<file path="src/rtl/ptw_pkg.sv">
package ptw_pkg;
  typedef enum logic [2:0] {
    FLT_TNV = 3'd0,
    FLT_ACV = 3'd1,
    FLT_FOR = 3'd2,
    FLT_FOE = 3'd3,
    FLT_FOW = 3'd4
  } fault_e;

  typedef enum logic [2:0] {
    ST_IDLE,
    ST_SUPER,
    ST_WALK,
    ST_CHECK,
    ST_DONE
  } state_e;

  localparam int PTE_V   = 0;
  localparam int PTE_FOR = 1;
  localparam int PTE_FOW = 2;
  localparam int PTE_FOE = 3;
  localparam int PTE_KRE = 8;
  localparam int PTE_URE = 9;
  localparam int PTE_KWE = 12;
  localparam int PTE_UWE = 13;

  localparam int ACC_R = 0;
  localparam int ACC_W = 1;
  localparam int ACC_X = 2;
endpackage

</file>
<file path="src/rtl/ptw_va_check.sv">
module ptw_va_check #(
  parameter int VA_BITS = 43,
  parameter int PA_W    = 45,
  parameter int SP_LOW  = 40,
  parameter int SP_HIGH = 43
) (
  input  logic [63:0]     va_i,
  output logic            legal_o,
  output logic            super_o,
  output logic [PA_W-1:0] super_pa_o
);
  assign legal_o = (va_i[63:VA_BITS] == {(64-VA_BITS){va_i[63]}});
  assign super_o = va_i[63] & (va_i[VA_BITS-1:VA_BITS-2] == 2'b10);

  // superpage keeps the low window and relocates its top bit
  always_comb begin
    super_pa_o                = '0;
    super_pa_o[SP_LOW-1:0]    = va_i[SP_LOW-1:0];
    super_pa_o[SP_HIGH]       = va_i[SP_LOW];
  end
endmodule

</file>
<file path="src/rtl/ptw_perm.sv">
module ptw_perm
  import ptw_pkg::*;
#(
  parameter int PTE_W = 64
) (
  input  logic [PTE_W-1:0] pte_i,
  input  logic [2:0]       need_i,
  input  logic             user_i,
  output logic             ok_o,
  output fault_e           fault_o,
  output logic [2:0]       prot_o
);
  logic       rd_en, wr_en;
  logic [2:0] grant, fo_mask, masked;
  logic       unused_pte;

  assign rd_en = user_i ? pte_i[PTE_URE] : pte_i[PTE_KRE];
  assign wr_en = user_i ? pte_i[PTE_UWE] : pte_i[PTE_KWE];

  always_comb begin
    grant        = '0;
    grant[ACC_R] = rd_en;
    grant[ACC_W] = wr_en;
    grant[ACC_X] = rd_en;
    fo_mask        = '0;
    fo_mask[ACC_R] = pte_i[PTE_FOR];
    fo_mask[ACC_W] = pte_i[PTE_FOW];
    fo_mask[ACC_X] = pte_i[PTE_FOE];
  end

  assign masked = grant & ~fo_mask;

  always_comb begin
    ok_o    = 1'b0;
    fault_o = FLT_TNV;
    prot_o  = '0;
    if (!pte_i[PTE_V]) begin
      fault_o = FLT_TNV;
    end else if ((need_i != '0) && ((grant & need_i) == '0)) begin
      fault_o = FLT_ACV;
    end else if ((need_i != '0) && ((masked & need_i) == '0)) begin
      if (need_i[ACC_X])      fault_o = FLT_FOE;
      else if (need_i[ACC_W]) fault_o = FLT_FOW;
      else                    fault_o = FLT_FOR;
    end else begin
      ok_o   = 1'b1;
      prot_o = masked;
    end
  end

  assign unused_pte = ^{pte_i[PTE_W-1:14], pte_i[11:10], pte_i[7:4]};
endmodule

</file>
<file path="src/rtl/pt_walker.sv">
module pt_walker
  import ptw_pkg::*;
#(
  parameter int PAGE_BITS = 13,
  parameter int IDX_W     = 10,
  parameter int LEVELS    = 3,
  parameter int PFN_W     = 32,
  parameter int PTE_W     = 64,
  parameter int SP_LOW    = 40,
  parameter int SP_HIGH   = 43,
  localparam int VA_BITS  = PAGE_BITS + IDX_W * LEVELS,
  localparam int PA_W     = PFN_W + PAGE_BITS
) (
  input  logic             clk_i,
  input  logic             rst_ni,
  input  logic             req_valid_i,
  input  logic [63:0]      req_vaddr_i,
  input  logic [2:0]       req_need_i,
  input  logic             req_user_i,
  input  logic [PA_W-1:0]  ptbr_i,
  output logic             ready_o,
  output logic             mem_req_o,
  output logic [PA_W-1:0]  mem_addr_o,
  input  logic             mem_rvalid_i,
  input  logic [PTE_W-1:0] mem_rdata_i,
  output logic             done_o,
  output logic             ok_o,
  output logic [2:0]       fault_o,
  output logic [PA_W-1:0]  paddr_o,
  output logic [2:0]       prot_o
);
  localparam int LVL_W = (LEVELS > 1) ? $clog2(LEVELS) : 1;
  localparam logic [LVL_W-1:0] LAST_LVL = LVL_W'(LEVELS - 1);
  localparam int ADDR_PAD = PA_W - IDX_W - 3;

  state_e             state_q;
  logic [LVL_W-1:0]   lvl_q;
  logic [VA_BITS-1:0] va_q;
  logic [2:0]         need_q;
  logic               user_q;
  logic [PA_W-1:0]    base_q;
  logic [PTE_W-1:0]   pte_q;
  logic               res_ok_q;
  fault_e             res_fault_q;
  logic [PA_W-1:0]    res_pa_q;
  logic [2:0]         res_prot_q;

  logic               va_legal, va_super;
  logic [PA_W-1:0]    super_pa;
  logic               chk_ok;
  fault_e             chk_fault;
  logic [2:0]         chk_prot;
  logic [IDX_W-1:0]   idx_arr [LEVELS];
  logic [PA_W-1:0]    next_base, frame_pa;

  ptw_va_check #(
    .VA_BITS (VA_BITS),
    .PA_W    (PA_W),
    .SP_LOW  (SP_LOW),
    .SP_HIGH (SP_HIGH)
  ) u_va_check (
    .va_i       (req_vaddr_i),
    .legal_o    (va_legal),
    .super_o    (va_super),
    .super_pa_o (super_pa)
  );

  ptw_perm #(.PTE_W(PTE_W)) u_perm (
    .pte_i   (pte_q),
    .need_i  (need_q),
    .user_i  (user_q),
    .ok_o    (chk_ok),
    .fault_o (chk_fault),
    .prot_o  (chk_prot)
  );

  // level 1 takes the highest index field
  for (genvar g = 0; g < LEVELS; g++) begin : g_idx
    assign idx_arr[g] = va_q[PAGE_BITS + IDX_W*(LEVELS-1-g) +: IDX_W];
  end

  assign next_base  = {mem_rdata_i[PTE_W-1 -: PFN_W], {PAGE_BITS{1'b0}}};
  assign frame_pa   = {pte_q[PTE_W-1 -: PFN_W], va_q[PAGE_BITS-1:0]};
  assign mem_addr_o = base_q + {{ADDR_PAD{1'b0}}, idx_arr[lvl_q], 3'b000};
  assign mem_req_o  = (state_q == ST_WALK);
  assign ready_o    = (state_q == ST_IDLE);
  assign done_o     = (state_q == ST_DONE);
  assign ok_o       = res_ok_q;
  assign fault_o    = res_fault_q;
  assign paddr_o    = res_pa_q;
  assign prot_o     = res_prot_q;

  always_ff @(posedge clk_i or negedge rst_ni) begin
    if (!rst_ni) begin
      state_q     <= ST_IDLE;
      lvl_q       <= '0;
      va_q        <= '0;
      need_q      <= '0;
      user_q      <= 1'b0;
      base_q      <= '0;
      pte_q       <= '0;
      res_ok_q    <= 1'b0;
      res_fault_q <= FLT_TNV;
      res_pa_q    <= '0;
      res_prot_q  <= '0;
    end else begin
      unique case (state_q)
        ST_IDLE: begin
          if (req_valid_i) begin
            va_q        <= req_vaddr_i[VA_BITS-1:0];
            need_q      <= req_need_i;
            user_q      <= req_user_i;
            base_q      <= ptbr_i;
            lvl_q       <= '0;
            res_ok_q    <= 1'b0;
            res_fault_q <= FLT_ACV;
            res_pa_q    <= '0;
            res_prot_q  <= '0;
            if (!va_legal) begin
              state_q <= ST_DONE;
            end else if (va_super) begin
              res_pa_q <= super_pa;
              state_q  <= ST_SUPER;
            end else begin
              state_q <= ST_WALK;
            end
          end
        end
        ST_SUPER: begin
          if (user_q) begin
            res_pa_q <= '0;
          end else begin
            res_ok_q   <= 1'b1;
            res_prot_q <= 3'b111;
          end
          state_q <= ST_DONE;
        end
        ST_WALK: begin
          if (mem_rvalid_i) begin
            if (lvl_q == LAST_LVL) begin
              pte_q   <= mem_rdata_i;
              state_q <= ST_CHECK;
            end else if (!mem_rdata_i[PTE_V]) begin
              res_fault_q <= FLT_TNV;
              state_q     <= ST_DONE;
            end else if (!mem_rdata_i[PTE_KRE]) begin
              res_fault_q <= FLT_ACV;
              state_q     <= ST_DONE;
            end else begin
              base_q <= next_base;
              lvl_q  <= lvl_q + LVL_W'(1);
            end
          end
        end
        ST_CHECK: begin
          res_ok_q    <= chk_ok;
          res_fault_q <= chk_fault;
          res_prot_q  <= chk_prot;
          res_pa_q    <= chk_ok ? frame_pa : '0;
          state_q     <= ST_DONE;
        end
        ST_DONE: state_q <= ST_IDLE;
        default: state_q <= ST_IDLE;
      endcase
    end
  end
endmodule

</file>
<file path="config.mk">
export PLATFORM = sky130hd
export DESIGN_NAME = pt_walker
export DESIGN_NICKNAME = d
export VERILOG_FILES = /design/src/rtl/ptw_pkg.sv /design/src/rtl/ptw_va_check.sv /design/src/rtl/ptw_perm.sv /design/src/rtl/pt_walker.sv
export SDC_FILE = /design/constraint.sdc
export NUM_CORES = 1
export LEC_CHECK = 0
export BUFFER_PORTS_ARGS = -buffer_cell sky130_fd_sc_hd__buf_2
export CORE_UTILIZATION = 55
export CTS_BUF_LIST = sky130_fd_sc_hd__clkbuf_8
export DETAILED_ROUTE_END_ITERATION = 16
export PLACE_DENSITY_LB_ADDON = 0.08
export SETUP_SLACK_MARGIN = 0.1
export SLEW_MARGIN = 20
export SYNTH_ARGS = -nofsm -noshare
export SYNTH_HDL_FRONTEND = slang
export SYNTH_SLANG_ARGS = --single-unit
</file>
<file path="constraint.sdc">
create_clock -name clk_i -period 9.9 [get_ports clk_i]
set_input_delay 1.98 -clock clk_i [delete_from_list [all_inputs] [get_ports clk_i]]
set_output_delay 1.98 -clock clk_i [all_outputs]
set_load 0.01 [all_outputs]
</file>
==> flow_metrics.env <==
export IMPL_outcome="finished, final reports clean"
export IMPL_reg2reg_slack_ps=6870
export IMPL_cts_root_buf="clkbuf_8"
export IMPL_tns_ps=0
export IMPL_fin_nets=1237
export IMPL_vias_per_cell=5.713
export IMPL_via_count=7273
export IMPL_peakVddDrop_v=0.0001106
export IMPL_ys_types=55
export IMPL_start_kind="flip-flop"
export IMPL_diodes=0
export IMPL_htreeDepth=4
export IMPL_firstDrtPassIters=7
export IMPL_syn_instance_count=806
export IMPL_required_ps=7920
export IMPL_port_buffers=256
export IMPL_die_w_um=130.9
export IMPL_die_h_um=130.9
export IMPL_max_slew_margin=0.3148
export IMPL_synth_fa_ha_area_frac=0.01725
export IMPL_synth_edff_count=0
export IMPL_row_count=46
export IMPL_drt_total_wl_mm=23.65
export IMPL_cts_num_sinks=189
export IMPL_coreArea_um2=16060
export IMPL_cts_tree="built"
export IMPL_yosysSeqAreaShare=0.5174
export IMPL_start_util=0.5693
export IMPL_rsz0062_at_grt="false"
export IMPL_cts_resized=0
export IMPL_synth_xor_area_frac=0.03832
export IMPL_cts_buffer_depth=2
export IMPL_synth_simple_area_share=0.1036
export IMPL_synth_compound_area_frac=0.1220
export IMPL_grt_pass1_vias=6888
export IMPL_grt_total_usage=0.2817
export IMPL_cellPowerDensity_nw_per_um2=154.6
export IMPL_critPathCaptureType="primary output"
export IMPL_dieArea_um2=17140
export IMPL_syn_mean_instance_area_um2=11.34
export IMPL_syn_area_um2=9141
export IMPL_async_flop_share=1.000
export IMPL_cts_inserted_buffers=17
export IMPL_grt_overflow_total=0
export IMPL_period_minus_slack_ps=6166
export IMPL_finClkSkew_ps=16.69
export IMPL_hold_violations=0
export IMPL_clk_pin_slew_worst_paths_ps=100
export IMPL_synth_top_family_by_area="multiplexers"
export IMPL_setup_viol=0
export IMPL_layout_drive_gt1_share=0.3765
export IMPL_tightest_slew_ps=1028
export IMPL_holdWs_ps=489.9
export IMPL_r2r_cells=5
export IMPL_synthMuxAreaShare=0.1541
export IMPL_drt_initial_drc_count=575
export IMPL_whs_path_depth=2
export IMPL_cts_setup_buffers=0
export IMPL_ys_flop_type="dfrtp_1"
export IMPL_crit_type="reg -> out"
export IMPL_grt_pass1_wl_mm=35.91
export IMPL_gp_congestion=0.8773
export IMPL_crit_arrival_ps=4190
export IMPL_yosys_warnings=0
export IMPL_ys_ff_latch=189
export IMPL_antenna_found_initial=0
export IMPL_ant_nets=0
export IMPL_cap_violations=0
export IMPL_fmax_ghz=0.1622
export IMPL_syn_to_final_growth_pct=19.29
export IMPL_dp_hpwl_mm=17.07
export IMPL_clkLatencyLatePin_ps=470
export IMPL_fin_crit_sh=0.6228
export IMPL_leakage_uw=0.005485
export IMPL_postCtsHoldBufs=0
export IMPL_drc_errors=0
export IMPL_syn_num_nets=999
export IMPL_min_path_type="reg -> reg"
export IMPL_slew_violations=0
export IMPL_grt_max_degree=76
export IMPL_io_pins=281
export IMPL_wl_per_cell_um=18.58
export IMPL_crit_fanout=14
==> critical path, stage by stage, from the launching register on <==
cell      delay [ps]
dfrtp_1          590
inv_1            110
nor2_1           530
nand2_1          150
o21ai_0          150
ha_1             240
fa_1             210
a21oi_1           90
o21ai_0          170
a21oi_1          150
a2111o_1         670
nor4_1           320
xor2_1           180
buf_2            150
==> synth_stat cells, types with 6 or more instances <==
cell type | n | area [um2]
dfrtp_1 | 189 | 4730
mux2_2 | 86 | 968.4
nor2_1 | 58 | 217.7
a21oi_1 | 49 | 245.2
inv_1 | 47 | 176.4
mux2i_1 | 44 | 440.4
nand2_1 | 42 | 157.7
a222oi_1 | 41 | 410.4
xor2_1 | 21 | 183.9
nand3_1 | 20 | 100.1
a22o_1 | 19 | 166.4
o21ai_0 | 19 | 95.09
xnor2_1 | 19 | 166.4
clkbuf_1 | 16 | 60.06
buf_2 | 15 | 75.07
nor3_1 | 14 | 70.07
nand4_1 | 12 | 75.07
ha_1 | 11 | 137.6
and3_1 | 10 | 62.56
buf_4 | 8 | 60.06
a21o_1 | 6 | 45.04
nor2b_1 | 6 | 37.54
==> cell families (layout without fill, tap and decap cells) <==
group                    count (synthesis)  in the layout
AO/OA/AOI/OAI                          152            152
XOR/XNOR                                40             40
buffers and inverters                   94            345
AND/OR/NAND/NOR                        189            189
flip-flops                             189            189
multiplexers                           130            130
adder cells (fa/ha/maj)                 12             12
==> layer usage <==
layer  wire length (um)  vias to the layer above  GRT usage
met2              11720                      272     0.4709
li1                   -                     3399          -
met1              10020                     3582     0.3608
met5                  0                        -          0
met4                348                        0    0.09128
met3               1559                       20    0.06800
==> cell usage in the layout, fill, tap and decap left out, types with 3 or more instances in the layout <==
cell type | synthesis | routed
nand4_1 | 12 | 12
nor4_1 | 3 | 3
nand3b_1 | 3 | 3
buf_4 | 8 | 10
mux2i_1 | 44 | 44
a21oi_1 | 49 | 48
and3_1 | 10 | 9
nor2b_1 | 6 | 6
nor2_1 | 58 | 57
clkbuf_8 | 0 | 19
nand2b_1 | 3 | 3
inv_6 | 0 | 4
nand3_1 | 20 | 20
o22ai_1 | 3 | 3
buf_2 | 15 | 255
nand2_1 | 42 | 42
inv_1 | 47 | 48
mux2_2 | 86 | 86
a222oi_1 | 41 | 41
a21o_1 | 6 | 5
a22o_1 | 19 | 19
xor2_1 | 21 | 21
clkinv_2 | 0 | 3
nor3_1 | 14 | 14
o21ai_0 | 19 | 19
xnor2_1 | 19 | 19
dfrtp_1 | 189 | 189
ha_1 | 11 | 11
==> metrics by stage <==
step	setup slack, ps	area, um2	utilization	instances	power (uW)
after detailed placement	4283	10550	0.6568	1241	1225
after floorplan	4940	9141	-	806	1072
final	3734	10900	0.6791	1273	1686
after global routing	3364	10900	0.6791	1273	1771
after CTS	3733	10900	0.6791	1273	1701
after global placement	4363	10550	0.6568	1241	1219
==> flip-flops by register name (all words and copies together) (netlist names) <==
register  cells
va_q         43
fault_o       3
paddr_o      45
state_q       3
pte_q        40
need_q        3
lvl_q         2
user_q        1
base_q       45
prot_o        3
ok_o          1
==> power breakdown <==
group | internal, uW | switching (uW) | total (uW)
Combinational | 150 | 188 | 338
Clock | 185 | 290 | 476
Sequential | 824 | 47.9 | 872
==> final timing paths <==
| path | startpoint | endpoint |
|---|---|---|
| max in group asynchronous | rst_ni | va_q[33]$_DFFE_PN0P_ |
| worst min register to register | paddr_o[7]$_DFFE_PN0P_ | paddr_o[7]$_DFFE_PN0P_ |
| worst max-delay path | lvl_q[0]$_DFFE_PN0P_ | mem_addr_o[31] |
| worst max register to register | state_q[0]$_DFFE_PN0P_ | pte_q[37]$_DFFE_PN0P_ |
| worst min-delay path | paddr_o[7]$_DFFE_PN0P_ | paddr_o[7]$_DFFE_PN0P_ |
| min in group asynchronous | rst_ni | need_q[2]$_DFFE_PN0P_ |
==> layout make-up <==
class,instances,area (um2)
flip-flops and latches,189,4730
multi-input cells,523,4006
repair buffers,266,1365
fillers,1296,5154
clock inverters,14,108.9
well taps,216,270.3
clock buffers,18,247.7
inverters,47,176.4
Note: power is estimated with default switching activity, not from simulation.
